**src/rtl/pic_pkg.sv**
```systemverilog
package pic_pkg;
  typedef enum logic [1:0] {
    SEQ_RUN  = 2'd0,
    SEQ_BASE = 2'd1,
    SEQ_CASC = 2'd2,
    SEQ_MODE = 2'd3
  } seq_e;

  localparam logic [2:0] OP_EOI_SPEC = 3'b011;
  localparam logic [2:0] OP_EOI_ANY  = 3'b001;
endpackage

```
**src/rtl/pic_cfg.sv**
```systemverilog
module pic_cfg
  import pic_pkg::*;
#(
  parameter int DW    = 8,
  parameter int IDX_W = $clog2(DW)
) (
  input  logic               clk,
  input  logic               rst_n,
  input  logic               wr_en,
  input  logic               addr,
  input  logic [DW-1:0]      wdata,
  output logic [DW-1:0]      imr_o,
  output logic [DW-IDX_W-1:0] base_o,
  output logic               aeoi_o,
  output logic               sel_isr_o,
  output logic               setup_o,
  output logic               run_o,
  output logic               eoi_spec_o,
  output logic               eoi_any_o,
  output logic [IDX_W-1:0]   eoi_lvl_o
);
  seq_e                 seq_q, seq_d;
  logic [DW-1:0]        imr_q, imr_d;
  logic [DW-IDX_W-1:0]  base_q, base_d;
  logic                 aeoi_q, aeoi_d;
  logic                 sel_q, sel_d;
  logic                 need_mode_q, need_mode_d;

  logic cmd_wr, dat_wr, is_start, is_sel, is_eoi;

  assign cmd_wr   = wr_en & ~addr;
  assign dat_wr   = wr_en & addr;
  assign is_start = cmd_wr & wdata[4];
  assign is_sel   = cmd_wr & ~wdata[4] & wdata[3];
  assign is_eoi   = cmd_wr & ~wdata[4] & ~wdata[3];

  always_comb begin
    seq_d       = seq_q;
    imr_d       = imr_q;
    base_d      = base_q;
    aeoi_d      = aeoi_q;
    sel_d       = sel_q;
    need_mode_d = need_mode_q;
    if (is_start) begin
      seq_d       = SEQ_BASE;
      imr_d       = '1;
      sel_d       = 1'b0;
      aeoi_d      = 1'b0;
      need_mode_d = wdata[0];
    end else begin
      if (is_sel && wdata[1]) sel_d = wdata[0];
      if (dat_wr) begin
        unique case (seq_q)
          SEQ_BASE: begin
            base_d = wdata[DW-1:IDX_W];
            seq_d  = SEQ_CASC;
          end
          SEQ_CASC: seq_d = need_mode_q ? SEQ_MODE : SEQ_RUN;
          SEQ_MODE: begin
            aeoi_d = wdata[1];
            seq_d  = SEQ_RUN;
          end
          default:  imr_d = wdata;
        endcase
      end
    end
  end

  always_ff @(posedge clk or negedge rst_n) begin
    if (!rst_n) begin
      seq_q       <= SEQ_RUN;
      imr_q       <= '1;
      base_q      <= '0;
      aeoi_q      <= 1'b0;
      sel_q       <= 1'b0;
      need_mode_q <= 1'b0;
    end else begin
      seq_q       <= seq_d;
      imr_q       <= imr_d;
      base_q      <= base_d;
      aeoi_q      <= aeoi_d;
      sel_q       <= sel_d;
      need_mode_q <= need_mode_d;
    end
  end

  assign imr_o      = imr_q;
  assign base_o     = base_q;
  assign aeoi_o     = aeoi_q;
  assign sel_isr_o  = sel_q;
  assign setup_o    = is_start;
  assign run_o      = (seq_q == SEQ_RUN);
  assign eoi_spec_o = is_eoi & (wdata[7:5] == OP_EOI_SPEC);
  assign eoi_any_o  = is_eoi & (wdata[7:5] == OP_EOI_ANY);
  assign eoi_lvl_o  = wdata[IDX_W-1:0];
endmodule

```
**src/rtl/pic_req.sv**
```systemverilog
module pic_req #(
  parameter int DW = 8
) (
  input  logic          clk,
  input  logic          rst_n,
  input  logic [DW-1:0] irq_in,
  input  logic [DW-1:0] grant_clr,
  output logic [DW-1:0] irr_o
);
  logic [DW-1:0] prev_q, irr_q, irr_d;

  genvar g;
  generate
    for (g = 0; g < DW; g++) begin : g_line
      always_comb begin
        irr_d[g] = (irr_q[g] | (irq_in[g] & ~prev_q[g])) & irq_in[g] & ~grant_clr[g];
      end
    end
  endgenerate

  always_ff @(posedge clk or negedge rst_n) begin
    if (!rst_n) begin
      prev_q <= '0;
      irr_q  <= '0;
    end else begin
      prev_q <= irq_in;
      irr_q  <= irr_d;
    end
  end

  assign irr_o = irr_q;
endmodule

```
**src/rtl/pic_arb.sv**
```systemverilog
module pic_arb #(
  parameter int DW    = 8,
  parameter int IDX_W = $clog2(DW)
) (
  input  logic [DW-1:0]    irr,
  input  logic [DW-1:0]    imr,
  input  logic [DW-1:0]    isr,
  output logic             req_vld,
  output logic [IDX_W-1:0] req_idx,
  output logic             isr_vld,
  output logic [IDX_W-1:0] isr_idx,
  output logic             int_req
);
  logic [DW-1:0] open_req;
  assign open_req = irr & ~imr;

  always_comb begin
    req_vld = 1'b0;
    req_idx = '0;
    for (int i = DW - 1; i >= 0; i--) begin
      if (open_req[i]) begin
        req_vld = 1'b1;
        req_idx = IDX_W'(i);
      end
    end
  end

  always_comb begin
    isr_vld = 1'b0;
    isr_idx = '0;
    for (int i = DW - 1; i >= 0; i--) begin
      if (isr[i]) begin
        isr_vld = 1'b1;
        isr_idx = IDX_W'(i);
      end
    end
  end

  assign int_req = req_vld & (~isr_vld | (req_idx < isr_idx));
endmodule

```
**src/rtl/prio_irq_ctrl.sv**
```systemverilog
module prio_irq_ctrl #(
  parameter int DW    = 8,
  parameter int IDX_W = $clog2(DW)
) (
  input  logic          clk,
  input  logic          rst_n,
  input  logic          addr,
  input  logic          wr_en,
  input  logic [DW-1:0] wdata,
  output logic [DW-1:0] rdata,
  input  logic [DW-1:0] irq_in,
  input  logic          ack,
  output logic          int_req,
  output logic          vec_valid,
  output logic [DW-1:0] vector
);
  logic [DW-1:0]        imr;
  logic [DW-IDX_W-1:0]  base;
  logic                 aeoi, sel_isr, setup, cfg_run;
  logic                 eoi_spec, eoi_any;
  logic [IDX_W-1:0]     eoi_lvl;
  logic [DW-1:0]        irr_q, isr_q, isr_d;
  logic                 req_vld, isr_vld;
  logic [IDX_W-1:0]     req_idx, isr_idx;
  logic                 take;
  logic [DW-1:0]        take_vec, set_vec, clr_vec;
  logic                 vv_q, vv_d;
  logic [DW-1:0]        vec_q, vec_d;

  pic_cfg #(.DW(DW), .IDX_W(IDX_W)) u_cfg (
    .clk(clk), .rst_n(rst_n), .wr_en(wr_en), .addr(addr), .wdata(wdata),
    .imr_o(imr), .base_o(base), .aeoi_o(aeoi), .sel_isr_o(sel_isr),
    .setup_o(setup), .run_o(cfg_run), .eoi_spec_o(eoi_spec),
    .eoi_any_o(eoi_any), .eoi_lvl_o(eoi_lvl)
  );

  pic_req #(.DW(DW)) u_req (
    .clk(clk), .rst_n(rst_n), .irq_in(irq_in), .grant_clr(take_vec), .irr_o(irr_q)
  );

  pic_arb #(.DW(DW), .IDX_W(IDX_W)) u_arb (
    .irr(irr_q), .imr(imr), .isr(isr_q), .req_vld(req_vld), .req_idx(req_idx),
    .isr_vld(isr_vld), .isr_idx(isr_idx), .int_req(int_req)
  );

  assign take     = ack & int_req;
  assign take_vec = take ? (DW'(1) << req_idx) : '0;
  assign set_vec  = aeoi ? '0 : take_vec;

  always_comb begin
    clr_vec = '0;
    if (eoi_spec) clr_vec = DW'(1) << eoi_lvl;
    else if (eoi_any && isr_vld) clr_vec = DW'(1) << isr_idx;
  end

  always_comb begin
    isr_d = setup ? '0 : ((isr_q | set_vec) & ~clr_vec);
    vv_d  = ack;
    vec_d = vec_q;
    if (ack) vec_d = {base, (take ? req_idx : {IDX_W{1'b1}})};
  end

  always_ff @(posedge clk or negedge rst_n) begin
    if (!rst_n) begin
      isr_q <= '0;
      vv_q  <= 1'b0;
      vec_q <= '0;
    end else begin
      isr_q <= isr_d;
      vv_q  <= vv_d;
      vec_q <= vec_d;
    end
  end

  assign vec_valid = vv_q;
  assign vector    = vec_q;
  assign rdata     = addr ? imr : (sel_isr ? isr_q : irr_q);
endmodule

```
**config.mk**
```make
export PLATFORM = sky130hd
export DESIGN_NAME = prio_irq_ctrl
export DESIGN_NICKNAME = d
export VERILOG_FILES = /design/src/rtl/pic_pkg.sv /design/src/rtl/pic_cfg.sv /design/src/rtl/pic_req.sv /design/src/rtl/pic_arb.sv /design/src/rtl/prio_irq_ctrl.sv
export SDC_FILE = /design/constraint.sdc
export NUM_CORES = 1
export LEC_CHECK = 0
export CAP_MARGIN = 40
export CORE_ASPECT_RATIO = 0.9
export CORE_UTILIZATION = 39
export CTS_CLUSTER_SIZE = 12
export DETAILED_ROUTE_END_ITERATION = 12
export DONT_BUFFER_PORTS = 1
export PLACE_DENSITY = 0.61
export SYNTH_ARGS = -nofsm -noshare
export SYNTH_HDL_FRONTEND = slang
export SYNTH_HIERARCHICAL = 1
export SYNTH_SLANG_ARGS = --single-unit
```
**constraint.sdc**
```tcl
create_clock -name clk -period 4.2 [get_ports clk]
set_input_delay 0.21 -clock clk [delete_from_list [all_inputs] [get_ports clk]]
set_output_delay 0.21 -clock clk [all_outputs]
set_load 0.01 [all_outputs]
```
Word level (Yosys, flattened, before mapping)
Index checks and enable logic that the tools add are counted.

Flip-flop bits (word level): 51. Logic and storage cells: 153.

$lt $le $gt $ge: 1. Equality and inequality tests: 6. Shift operators: 3. Mux-type cells: 52. Bitwise gates (word level): 69. Reduce and logical (&&, ||, !) cells: 11.

Operators by type and width (count): 2-to-1 mux 8 bit (10); 2-to-1 mux 3 bit (17); bitwise AND 1 bit (34); << shifter 1 x 3 -> 8 bit, first input constant (3); 2-to-1 mux 1 bit (21); inverter 1 bit (21); bitwise AND 8 bit (2); inverter 8 bit (2); bitwise OR 1 bit (9); bitwise OR 8 bit (1); 2-to-1 mux 2 bit (3); case mux 2 bit (3 select lines) (1); AND reduction 2 bit (3); nonzero test 2 bit (3); == test 2 bit, second input constant (2); nonzero test 4 bit (1); == test 3 x 1 -> 1 bit, second input constant (1); == test 3 x 2 -> 1 bit, second input constant (1); less-than comparator 3 bit (1); AND reduction 3 bit (1); OR reduction 3 bit (1); == test 2 x 1 -> 1 bit, second input constant (1); logical AND 1 bit (2); inequality test 2 x 1 -> 1 bit, second input constant (1).

Depth between registers and ports, before layout
Depth after elaboration: 19. Mapped depth: 11. Gate-level depth less buffers: 11.

By module
Netlist, hierarchy kept.

Modules (own cells, without submodules): prio_irq_ctrl (times used 1, cells each 103, area each 1049.8 µm²); pic_cfg (times used 1, cells each 88, area each 919.6 µm²); pic_req (times used 1, cells each 32, area each 610.6 µm²); pic_arb (times used 1, cells each 47, area each 299.0 µm²).

Worst setup path after synthesis
Ideal clock, no wire load.

Path kind: register -> register. Start point: reg u_cfg.imr_q[0], in the netlist u_cfg/imr_o[0]. End point: reg isr_q[3]. Library setup time: 0.122 ns. Data arrival time: 2.979 ns. Setup slack: 1.100 ns. Cell stages (with the launch flop): 12. Path buffers: 0. Cell sequence: dfstp_2 -> nor2b_4 -> or2_4 -> or3_4 -> nor2_1 -> ha_1 -> a21oi_1 -> o2111ai_1 -> a22oi_2 -> and4b_1 -> a21oi_1 -> a2111oi_1.

Word-level cells in the longest chain between the ends: 12. Elaborated cells on any way between the ends: 14.

Ends and longest elaborated chain: start, declared (RTL line pic_cfg.sv:23) `logic [DW-1:0] imr_q, imr_d;`; start signal, assigned (RTL line pic_cfg.sv:79) `imr_q <= imr_d;`; inverter 8 bit (RTL line pic_arb.sv:15) `assign open_req = irr & ~imr;`; bitwise AND 8 bit (RTL line pic_arb.sv:15); 2-to-1 mux 3 bit (RTL line pic_arb.sv:21) `if (open_req[i]) begin`; named net req_idx[2] (RTL line prio_irq_ctrl.sv:24) `logic [IDX_W-1:0] req_idx, isr_idx;`; less-than comparator 3 bit (RTL line pic_arb.sv:39) `assign int_req = req_vld & (~isr_vld | (req_idx < isr_idx));`; bitwise OR 1 bit (RTL line pic_arb.sv:39); bitwise AND 1 bit (RTL line pic_arb.sv:39); named net int_req (RTL line prio_irq_ctrl.sv:13) `output logic int_req,`; bitwise AND 1 bit (RTL line prio_irq_ctrl.sv:46) `assign take = ack & int_req;`; 2-to-1 mux 8 bit (RTL line prio_irq_ctrl.sv:47) `assign take_vec = take ? (DW'(1) << req_idx) : '0;`; 2-to-1 mux 8 bit (RTL line prio_irq_ctrl.sv:48) `assign set_vec = aeoi ? '0 : take_vec;`; bitwise OR 8 bit (RTL line prio_irq_ctrl.sv:57) `isr_d = setup ? '0 : ((isr_q | set_vec) & ~clr_vec);`; bitwise AND 8 bit (RTL line prio_irq_ctrl.sv:57); 2-to-1 mux 8 bit (RTL line prio_irq_ctrl.sv:57); named net isr_d[3] (RTL line prio_irq_ctrl.sv:22) `logic [DW-1:0] irr_q, isr_q, isr_d;`; end signal, assigned (RTL line prio_irq_ctrl.sv:69) `isr_q <= isr_d;`; end, declared (RTL line prio_irq_ctrl.sv:22).

The timed path passes the listed nets, and every way through them passes these cells. A chain may end at the register's enable or synchronous reset.

Worst setup path after layout
Start point: reg u_cfg.imr_q[0], in the netlist u_cfg/imr_o[0]. End point: reg isr_q[6].

Same word-level chain as after synthesis.

==> results_dict.tcl <==
set metrics [dict create \
    r2r_slack_ns 0.62 \
    worst_pin_slew_ns 0.621 \
    cp_cell_sequence "nor2b_4, or2_4, or3_4, nor2_1, ha_1, a21oi_1, o2111ai_1, a22oi_2, and4b_1, a21oi_1, a2111oi_1" \
    grt_pass1_vias 2171 \
    dp.cells 353 \
    clock-sinks 51 \
    finalCriticalPeriod_ns 3.58 \
    drv_slew 0 \
    fmax_mhz 279 \
    postCtsSetupBuffers 0 \
    antenna_found_initial 0 \
    rr_worst_depth 11 \
    leakage_nw 1.36 \
    pin_count 39 \
    die_h_um 83.5 \
    finalClockSkew_ns 0.00673 \
    drt_first_pass_iters 4 \
    rsz0062_at_grt "false" \
    cts_buffers 5 \
    grt_max_degree 52 \
    cpMostUsedCell "a21oi_1" \
    mappedNetlistNets 296 \
    cts_max_level 2 \
    cp-start-kind "flip-flop" \
    drc_errors 0 \
    syn_area_sq_mm 0.00288 \
    hold_depth 1 \
    finalNonFillerCells 374 \
    gp_congestion 0.854 \
    grt_pass1_wl_um 11000 \
    antenna_cells 0 \
    row_count 29 \
    crit_buf_inv 0 \
    end_kind "flip-flop" \
    cp_max_fo 6 \
    r2r-start "u_cfg/imr_o[0]" \
    whs_endpoint "u_cfg/aeoi_o" \
    cts_tree "done" \
    power_mw 2.21 \
    grt.total_usage_pct 18.4 \
    critPathMaxStageDelay_ns 0.59 \
    synth_cells 269 \
    cap_violations 0 \
    status "completed" \
    wl_per_cell_um 18.1 \
    start_util_pct 40.6 \
    period_share_pct 85.2 \
    hp-class "in2reg" \
    holdCritStartpoint "addr" \
    avgSynthCellArea_sq_um 10.7 \
    core_sq_mm 0.00708 \
    grt_overflow 0 \
    wl_um 6760 \
    chipWidth_um 92.5 \
    path_clk_slew_ns 0.10 \
    critPathSlowestCell "dfstp_2" \
    setup_viol 0 \
    fin_tns_setup_ns 0 \
    drive_gt1_share_pct 22.4 \
    ctsLongestPathBuffers 2 \
    port_buffers 0 \
    ant_nets 0 \
    r2r-end "isr_q[6]" \
    arrival_ns 3.76 \
    syn_to_final_growth_pct 11.9 \
    worstPathRequired_ns 4.39 \
    ir_drop_mv 0.321 \
    dp_hpwl_um 4760 \
    viasPerCell 5.49 \
    fin_nets 307 \
    die-area_sq_mm 0.00772 \
    clockRootBuffer "clkbuf_8" \
    yosysWarnings 6 \
    slew_headroom_pct 58.2 \
    vias 2055 \
    drt_iter0_markers 157 \
    crit_family "simple AND/OR/NAND/NOR gates" \
    cts_resized 0 \
    power_density_mw_per_mm2 687 \
    crit_type "reg2reg" \
    clock_latency_ns 0.30 \
    hold_violations 0 \
]
## stage by stage
| stage | hold WS [ns] | setup slack, ns | util, % | area [sq um] |
|---|---|---|---|---|
| floorplan | -0.0856 | 1.10 | - | 2880 |
| global placement | -0.0846 | 0.835 | 41.5 | 2930 |
| detailed placement | -0.0846 | 0.715 | 41.5 | 2930 |
| CTS | 0.0265 | 0.681 | 45.5 | 3220 |
| global route | 0.0332 | 0.429 | 45.5 | 3220 |
| finish | 0.0333 | 0.622 | 45.5 | 3220 |
## final cells by class
class | count | area [sq um]
Timing Repair Buffer | 14 | 155
Tap cell | 93 | 116
Multi-Input combinational cell | 197 | 1480
Sequential cell | 51 | 1290
Inverter | 11 | 42.5
Clock inverter | 3 | 67.6
Clock buffer | 5 | 68.8
Fill cell | 659 | 3860
## power breakdown
part	internal [mW]	leakage [nW]	switching, mW
Combinational	0.416	0.680	0.505
Clock	0.238	0.0644	0.168
Sequential	0.680	0.612	0.205
Total	1.33	1.36	0.878
## worst reg2reg max path, stage by stage, from the launching register on
cell and delay (ns):
dfstp_2 0.59, nor2b_4 0.05, or2_4 0.25, or3_4 0.40, nor2_1 0.31, ha_1 0.33
a21oi_1 0.22, o2111ai_1 0.16, a22oi_2 0.36, and4b_1 0.34, a21oi_1 0.09, a2111oi_1 0.36
## layout by cell type (no fill, tap or decap), types with 5 or more instances in the layout
| master | n |
|---|---|
| dfrtp_1 | 43 |
| a21oi_1 | 22 |
| nor2_1 | 21 |
| nand2_1 | 16 |
| o21ai_0 | 12 |
| mux2_2 | 12 |
| dlygate4sd3_1 | 12 |
| nor2b_1 | 11 |
| inv_1 | 10 |
| mux2i_1 | 9 |
| nor2b_4 | 9 |
| nand2b_1 | 8 |
| o22ai_1 | 8 |
| dfstp_2 | 8 |
| nor3b_2 | 8 |
| and2_1 | 6 |
| ha_1 | 6 |
| a2111oi_1 | 5 |
| clkbuf_8 | 5 |
## how the worst max path moves through the flow
stage,from,to,slack [ns],depth (start not counted)
2_1_floorplan,u_cfg/imr_o[0],isr_q[3],1.10,11
3_3_place_gp,u_cfg/imr_o[0],isr_q[4],0.84,11
3_5_place_dp,u_cfg/imr_o[0],isr_q[6],0.72,11
4_1_cts,u_cfg/imr_o[0],isr_q[3],0.68,11
5_1_grt,u_cfg/imr_o[0],isr_q[3],0.43,11
6_report,u_cfg/imr_o[0],isr_q[6],0.62,11
## what timing repair did
item | in CTS | in global routing
setup endpoints to repair | 0 | 0
endpoints found under the hold margin | 68 | 0
hold buffers | 13 | 0
## state kept, by name, summed over array words and instances, names as in the netlist
name and cells:
isr_q 8, u_cfg/imr_o 8, u_req/irr_o 8, u_req/prev_q 8
vector 8, u_cfg/base_o 5, u_cfg/seq_q 2, u_cfg/aeoi_o 1
u_cfg/need_mode_q 1, u_cfg/sel_isr_o 1, vec_valid 1
## layer usage
metal  up-vias  track usage [%]  share of wire [%]
met1      1002             26.4                 47
met2        70             26.7                 43
met3         2             6.19                9.1
met4         0             4.40               0.44
li1        981                -                  -
met5         -                0                  0
No activity file was read; power rests on OpenSTA's default activity.
